## src/rtl/pulse_tone_pkg.sv

```systemverilog
package pulse_tone_pkg;
    localparam int DATA_W = 16;
    localparam int RATE_W = 11;
    localparam int VOL_W  = 4;
    localparam int TIME_W = 3;
    localparam int POS_W  = 3;

    localparam logic [RATE_W-1:0] RATE_TOP = {RATE_W{1'b1}};
    localparam logic [VOL_W-1:0]  VOL_TOP  = {VOL_W{1'b1}};
    localparam logic [VOL_W-1:0]  VOL_ONE  = {{(VOL_W-1){1'b0}}, 1'b1};

    typedef enum logic [1:0] {
        DUTY_EIGHTH  = 2'd0,
        DUTY_QUARTER = 2'd1,
        DUTY_HALF    = 2'd2,
        DUTY_WIDE    = 2'd3
    } duty_e;

    typedef struct packed {
        logic [VOL_W-1:0]  start_vol;
        logic              rising;
        logic [TIME_W-1:0] step_time;
        duty_e             duty;
        logic [5:0]        spare;
    } voice_ctrl_t;

    function automatic logic duty_level(duty_e code, logic [POS_W-1:0] pos);
        case (code)
            DUTY_EIGHTH:  return pos == 3'd0;
            DUTY_QUARTER: return pos < 3'd2;
            DUTY_HALF:    return pos < 3'd4;
            default:      return pos < 3'd6;
        endcase
    endfunction
endpackage

```

## src/rtl/pulse_tone_regs.sv

```systemverilog
module pulse_tone_regs
    import pulse_tone_pkg::*;
(
    input  logic              clk,
    input  logic              rst,
    input  logic              wr_en,
    input  logic              wr_sel,
    input  logic [DATA_W-1:0] wr_data,
    output voice_ctrl_t       ctrl_q,
    output logic [RATE_W-1:0] rate_q,
    output logic [RATE_W-1:0] load_rate,
    output logic              restart,
    output logic              running
);
    logic unused_bits;
    assign unused_bits = ^{wr_data[14:RATE_W], ctrl_q.spare};

    assign restart   = wr_en && wr_sel && wr_data[DATA_W-1];
    assign load_rate = wr_data[RATE_W-1:0];

    always_ff @(posedge clk) begin
        if (rst) begin
            ctrl_q  <= '0;
            rate_q  <= '0;
            running <= 1'b0;
        end else begin
            if (wr_en && !wr_sel) ctrl_q <= voice_ctrl_t'(wr_data);
            if (wr_en && wr_sel)  rate_q <= load_rate;
            if (restart)          running <= 1'b1;
        end
    end

    // the voice becomes active only through a restart write
    a_r1_start_on_restart: assert property (@(posedge clk) disable iff (rst)
        $rose(running) |-> $past(restart));
endmodule

```

## src/rtl/pulse_tone_period.sv

```systemverilog
module pulse_tone_period
    import pulse_tone_pkg::*;
(
    input  logic              clk,
    input  logic              rst,
    input  logic              running,
    input  logic              restart,
    input  logic              period_tick,
    input  logic [RATE_W-1:0] load_rate,
    input  logic [RATE_W-1:0] rate_q,
    output logic [POS_W-1:0]  pos
);
    logic [RATE_W-1:0] cnt;

    always_ff @(posedge clk) begin
        if (rst) begin
            cnt <= '0;
            pos <= '0;
        end else if (restart) begin
            cnt <= load_rate;
            pos <= '0;
        end else if (running && period_tick) begin
            if (cnt == RATE_TOP) begin
                cnt <= rate_q;
                pos <= pos + 3'd1;
            end else begin
                cnt <= cnt + {{(RATE_W-1){1'b0}}, 1'b1};
            end
        end
    end

    // the duty position moves only on a period tick
    a_r3_pos_needs_tick: assert property (@(posedge clk) disable iff (rst)
        (!period_tick && !restart) |=> $stable(pos));
    // restart returns the pattern to position 0
    a_r8_restart_pos: assert property (@(posedge clk) disable iff (rst)
        restart |=> pos == '0);
endmodule

```

## src/rtl/pulse_tone_envelope.sv

```systemverilog
module pulse_tone_envelope
    import pulse_tone_pkg::*;
(
    input  logic             clk,
    input  logic             rst,
    input  logic             running,
    input  logic             restart,
    input  logic             env_tick,
    input  voice_ctrl_t      ctrl_q,
    output logic [VOL_W-1:0] vol
);
    logic              rising_l;
    logic [TIME_W-1:0] time_l;
    logic [TIME_W-1:0] wait_cnt;

    always_ff @(posedge clk) begin
        if (rst) begin
            vol      <= '0;
            rising_l <= 1'b0;
            time_l   <= '0;
            wait_cnt <= '0;
        end else if (restart) begin
            vol      <= ctrl_q.start_vol;
            rising_l <= ctrl_q.rising;
            time_l   <= ctrl_q.step_time;
            wait_cnt <= ctrl_q.step_time;
        end else if (running && env_tick && time_l != '0) begin
            if (wait_cnt <= 3'd1) begin
                wait_cnt <= time_l;
                if (rising_l && vol != VOL_TOP)   vol <= vol + VOL_ONE;
                if (!rising_l && vol != '0)       vol <= vol - VOL_ONE;
            end else begin
                wait_cnt <= wait_cnt - 3'd1;
            end
        end
    end

    // a falling envelope never gains volume
    a_r5_no_rise: assert property (@(posedge clk) disable iff (rst)
        (!restart && !rising_l) |=> vol <= $past(vol));
    // a rising envelope never loses volume
    a_r6_no_fall: assert property (@(posedge clk) disable iff (rst)
        (!restart && rising_l) |=> vol >= $past(vol));
    // the volume moves by at most one unit per cycle
    a_r5_single_unit: assert property (@(posedge clk) disable iff (rst)
        !restart |=> (vol == $past(vol) || vol == $past(vol) + VOL_ONE
                      || vol == $past(vol) - VOL_ONE));
    // zero step time freezes the volume
    a_r7_frozen: assert property (@(posedge clk) disable iff (rst)
        (!restart && time_l == '0) |=> $stable(vol));
endmodule

```

## src/rtl/pulse_tone_voice.sv

```systemverilog
module pulse_tone_voice
    import pulse_tone_pkg::*;
(
    input  logic              clk,
    input  logic              rst,
    input  logic              wr_en,
    input  logic              wr_sel,
    input  logic [DATA_W-1:0] wr_data,
    input  logic              period_tick,
    input  logic              env_tick,
    output logic [VOL_W-1:0]  sample
);
    voice_ctrl_t       ctrl_q;
    logic [RATE_W-1:0] rate_q;
    logic [RATE_W-1:0] load_rate;
    logic              restart;
    logic              running;
    logic [POS_W-1:0]  pos;
    logic [VOL_W-1:0]  vol;

    pulse_tone_regs u_regs (
        .clk(clk), .rst(rst), .wr_en(wr_en), .wr_sel(wr_sel), .wr_data(wr_data),
        .ctrl_q(ctrl_q), .rate_q(rate_q), .load_rate(load_rate),
        .restart(restart), .running(running)
    );

    pulse_tone_period u_period (
        .clk(clk), .rst(rst), .running(running), .restart(restart),
        .period_tick(period_tick), .load_rate(load_rate), .rate_q(rate_q),
        .pos(pos)
    );

    pulse_tone_envelope u_env (
        .clk(clk), .rst(rst), .running(running), .restart(restart),
        .env_tick(env_tick), .ctrl_q(ctrl_q), .vol(vol)
    );

    always_comb begin
        if (running && duty_level(ctrl_q.duty, pos)) sample = vol;
        else                                          sample = '0;
    end

    // the output is either silence or the current volume
    a_r4_level: assert property (@(posedge clk) disable iff (rst)
        sample == '0 || sample == vol);
    // an idle voice is silent
    a_r1_idle_silent: assert property (@(posedge clk) disable iff (rst)
        !running |-> sample == '0);
endmodule

```

## config.mk

```make
export PLATFORM = sky130hd
export DESIGN_NAME = pulse_tone_voice
export DESIGN_NICKNAME = d
export VERILOG_FILES = /design/src/rtl/pulse_tone_pkg.sv /design/src/rtl/pulse_tone_regs.sv /design/src/rtl/pulse_tone_period.sv /design/src/rtl/pulse_tone_envelope.sv /design/src/rtl/pulse_tone_voice.sv
export SDC_FILE = /design/constraint.sdc
export NUM_CORES = 1
export LEC_CHECK = 0
export BUFFER_PORTS_ARGS = -buffer_cell sky130_fd_sc_hd__buf_2
export CAP_MARGIN = 5
export CORE_ASPECT_RATIO = 0.5
export CORE_UTILIZATION = 55
export DETAILED_ROUTE_END_ITERATION = 16
export GPL_TIMING_DRIVEN = 0
export PLACE_DENSITY = 0.84
export SYNTH_ARGS = -nofsm -noshare
export SYNTH_HDL_FRONTEND = slang
export SYNTH_SLANG_ARGS = --single-unit
```

## constraint.sdc

```tcl
create_clock -name clk -period 2.7 [get_ports clk]
set_input_delay 0.54 -clock clk [delete_from_list [all_inputs] [get_ports clk]]
set_output_delay 0.54 -clock clk [all_outputs]
set_load 0.005 [all_outputs]
```

Word-level counts from Yosys, hierarchy flattened
Index checks and enable logic that the tools add are counted. Widths: inputs -> output; s select.

Output and inout port bits: 4. Bits of input ports: 22. Memory bits (read-only): 0. Memories: 0. Bits in writable memories: 0. Bits in latches: 0. Register bits: 47. Word-level logic and storage cells: 60.

Add/sub/neg operators: 5. Bitwise logic cells: 0. Muxes and demuxes: 13. Order comparisons: 4. Equal/unequal tests: 4. Reductions and logical operators: 22. Shift-type cells: 0. Multipliers: 0. Divide/modulo/power cells: 0.

Operator list (count): $mux 11 (3); $mux 4 (6); $add 11x1->11 const B (1); $eq 11x11->1 const B (1); $logic_and 1x1->1 (9); $mux 3 (3); $lt 3x3->1 const B (2); $reduce_bool 2->1 (3); $reduce_bool 3->1 (2); $add 4x1->4 const B (1); $ne 4x4->1 const B (1); $reduce_bool 4->1 (1); $sub 4x1->4 const B (1); $add 3x1->3 const B (1); $le 3x1->1 const B (1); $logic_not 3->1 (1); $lt 3x2->1 const B (1); $pmux 1 s3 (1); $reduce_and 3->1 (1); $sub 3x1->3 const B (1); $eq 2x1->1 const B (1); $eq 2x2->1 const B (1); $logic_not 1->1 (2); $logic_not 2->1 (1); other kinds (2) (2).

Depth between registers and ports, before layout
Word-level depth: 7. Gate-level depth with buffers: 8. Mapped depth without buffers: 8.

By module
From an unflattened synthesis, not the netlist that was laid out.

Cells, all modules: 334. Area, all modules: 2976.6 um2.

By module, submodules not included: pulse_tone_regs (instances 1, cells an instance 125, seq. area each 560.5 um2, area each 1291.2 um2); pulse_tone_period (instances 1, cells an instance 117, seq. area each 280.3 um2, area each 944.7 um2); pulse_tone_envelope (instances 1, cells an instance 80, seq. area each 220.2 um2, area each 680.7 um2); pulse_tone_voice (instances 1, cells an instance 12, seq. area each 0.0 um2, area each 60.1 um2).

Worst setup path before layout
Ideal clock, no wire load.

Path kind: flip-flop to flip-flop. Start: register u_env.vol[0]. End: register u_env.vol[3]. Setup slack: 498 ps. Cell stages (with the launch flop): 9. Library setup time: 91 ps. Clock period less this slack: 2202 ps. Data required time: 2609 ps. Data arrival time: 2111 ps. Path through: dfxtp_1 > or4_4 > or2b_1 > inv_1 > ha_1 > a21oi_1 > a211o_1 > nand4_1 > a311oi_1.

Cells in the longest elaborated chain, start to end: 6. Elaborated cells between the ends (all ways): 13. Classes of those cells: add/sub: 2; eq/ne: 1; mux: 5; reduce/logical: 5.

Ends and longest elaborated chain: start: declaration (line pulse_tone_envelope.sv:10) `output logic [VOL_W-1:0] vol`; start signal: assignment (line pulse_tone_envelope.sv:23) `vol <= ctrl_q.start_vol;`; start signal: assignment (line pulse_tone_envelope.sv:30) `if (rising_l && vol != VOL_TOP) vol <= vol + VOL_ONE;`; start signal: assignment (line pulse_tone_envelope.sv:31) `if (!rising_l && vol != '0) vol <= vol - VOL_ONE;`; $add 4x1->4 / $reduce_bool 4->1 (equally long branches) (line pulse_tone_envelope.sv:30, pulse_tone_envelope.sv:31); $mux 4 / $logic_and 1x1->1 (equally long branches) (line pulse_tone_envelope.sv:30, pulse_tone_envelope.sv:31); $mux 4 (line pulse_tone_envelope.sv:31); $mux 4 (line pulse_tone_envelope.sv:28) `if (wait_cnt <= 3'd1) begin`; $mux 4 (line pulse_tone_envelope.sv:27) `end else if (running && env_tick && time_l != '0) begin`; $mux 4 (line pulse_tone_envelope.sv:22) `end else if (restart) begin`.

Parallel ways exist; a longest one is shown, timed or not. The select of a mux whose other input is x is not followed. A chain may end at the register's enable or synchronous reset.

Final worst setup path
Same ends and word-level chain as after synthesis.

==> metrics.txt <==
Netlist cell types=51; Rel. slew slack=61.2%; worst min-delay path category=reg2reg; Setup Viol. Count Final=0; Die ar.=4860 sq um; worst path required time=2.92 ns; Die Ht=49.8 um; worst vdd ir=0.312 mV; # Post-CTS Setup Buffers=0; CTS Buf Count=5; pwr/cell area=521 nW/um^2; crit path DAT=2.62 ns; number of I/O port buffers=24; post-route ant nets=0; crit path launch type=register; nature of the critical path endpoint=register; Main synth FF type=dfxtp_1; clk sinks=47; commonest non-fill, non-tap cell in the layout=nand2_1; Final Hold Viols=0; Critical Setup Path Class=reg2reg; Post-synth EDFFs=0; R2R Setup Slk=0.30 ns; RSZ-0062 raised after global routing=false; Yosys reg bits=47; fin crit share=88.8%; first-pass GRT wire length=10900 um; Ant. Diodes=0; DR pass1 iterations=5; HPWL after detailed placement=4700 um; Syn. warnings=0; area delta synth->final=12.1%; GR Overflow Total=0; Avg Cell Area, Syn=7.73 sq um; DR iter-0 viols=241; CP Cell Sequence=or4_4 -> or2b_1 -> inv_1 -> ha_1 -> a21oi_1 -> a211o_1 -> nand4_1 -> a311oi_1; clock latency on the worst-skew pair=0.31 ns; # IOs=26; final hold slack=0.463 ns; drt wl/cell=15.9 um; antenna violations before repair=0; largest net degree at the start of global routing=17; TritonCTS clock tree=built; Routability Congestion=0.913; via count=2570; final wirelength=6550 um; Final Cell Area=2820 sq um; Pins Over Slew Limit=0; Die W=97.6 um; vias in the first global route=2289; clock-pin transition on the worst setup and hold timing paths=0.09 ns; Pleak=1.00 nW; Tot Pwr=0.00147 W; most frequent cells in the layout=nand2_1 (65), dfxtp_1 (47), a21oi_1 (33); Tightest Pin Transition=0.573 ns; cts repair resizes=0; clk buf depth=2; dpl cell area=2700 sq um; DRC Markers=0; layout net count=386; Row Count=16; Starting Density=60.9%; Mapped Cells=325; post-route setup TNS=0 ns; CP max stage delay=0.58 ns; outcome=complete, no violations; clock skew=0.00526 ns; root buf cell=clkbuf_8; post-synthesis cell area=2510 sq um; Seq/Total Area, Yosys=37.5%; Synth Net Count=355; H-tree depth=2; Worst Path Max Fanout=7; asr flop ratio synth=0%; maxcap violations=0; Worst path slowest cell=or4_4; core area=4120 sq um; Global Route Usage Sum=28.4%; hold_buf cts=0; layout cells sized above 1=12.3%; minimum clock period=2.40 ns; Peak Freq=0.417 GHz; routed vias/inst=6.25
-- metrics by stage --
step / setup WS [ns] / util, % / std cells
after floorplan: 0.498 / - / 325
after global routing: 0.139 / 68.3 / 411
after CTS: 0.285 / 68.3 / 411
final: 0.303 / 68.3 / 411
after global placement: 0.388 / 65.5 / 403
after detailed placement: 0.307 / 65.5 / 403
-- cell usage after synthesis, types with 4 or more instances --
cell type | count | share of area, %
nand2_1 | 65 | 9.7
inv_1 | 12 | 1.8
clkbuf_1 | 16 | 2.4
o211ai_1 | 6 | 1.8
a21oi_1 | 33 | 6.6
nor2_1 | 17 | 2.5
or3_1 | 4 | 1.0
a211oi_1 | 4 | 1.2
and2_1 | 6 | 1.5
dfxtp_1 | 47 | 37
ha_1 | 7 | 3.5
nor4_1 | 4 | 1.0
a31oi_1 | 4 | 1.0
nand3_1 | 20 | 4.0
nor3_1 | 10 | 2.0
o21ai_0 | 10 | 2.0
nand4_1 | 8 | 2.0
-- kinds of logic (layout without fill, tap and decap cells) --
family	Yosys count	after routing	share of synthesized area (%)
and+or+nand+nor	146	146	27.9
AOI/OAI and AO/OA	85	85	22.3
DFF	47	47	37.5
buffers and inverters	30	62	4.58
adders and majority gates	8	8	4.28
xor gates and xnor gates	5	5	1.74
muxes	4	4	1.69
-- path summary, 6_finish.rpt --
check / startpoint / end / cells past startpoint
hold reg to reg: u_regs.ctrl_q[11] / u_env.rising_l / 2
setup reg to reg: u_env.vol[0] / u_env.vol[3] / 8
hold / removal: u_regs.ctrl_q[11] / u_env.rising_l / 2
setup / recovery: u_env.vol[0] / u_env.vol[3] / 8
-- power breakdown --
part / internal, W / switching (W)
combinational: 0.0000698 / 0.000106
clock: 0.000279 / 0.000263
sequential: 0.000721 / 0.0000281
total: 0.00107 / 0.000397
-- state kept, by name, indices dropped and copies added, names as in the netlist --
name and count:
u_regs.running 1, u_env.time_l 3, u_period.pos 3, u_env.rising_l 1, u_env.vol 4, u_period.cnt 11, u_regs.ctrl_q 10, u_regs.rate_q 11
u_env.wait_cnt 3
-- cell type report --
type | instances | area (sq um)
multi-input combinational | 248 | 1460
fill | 353 | 1310
sequential | 47 | 941
timing repair buffer | 24 | 120
buffer | 18 | 70.1
clock buffer | 5 | 68.8
tap | 54 | 67.6
clock inverter | 3 | 46.3
inverter | 12 | 45.0
-- critical path, delay by kind of cell, from the launching register on --
kind / cells / cell delay [ns]
AOI/OAI and AO/OA: 3 / 0.62
adders and majority gates: 1 / 0.34
buffers and inverters: 1 / 0.07
DFF: 1 / 0.38
and+or+nand+nor: 3 / 0.90
-- routing by layer --
layer	GRT usage (%)	vias to the layer above	wire length, um
met3	4.68	20	551
met4	9.07	0	123
met1	39.0	1195	2910
li1	-	1232	-
met5	0	-	0
met2	46.0	123	2960
No activity file was read; power rests on OpenSTA's default activity.
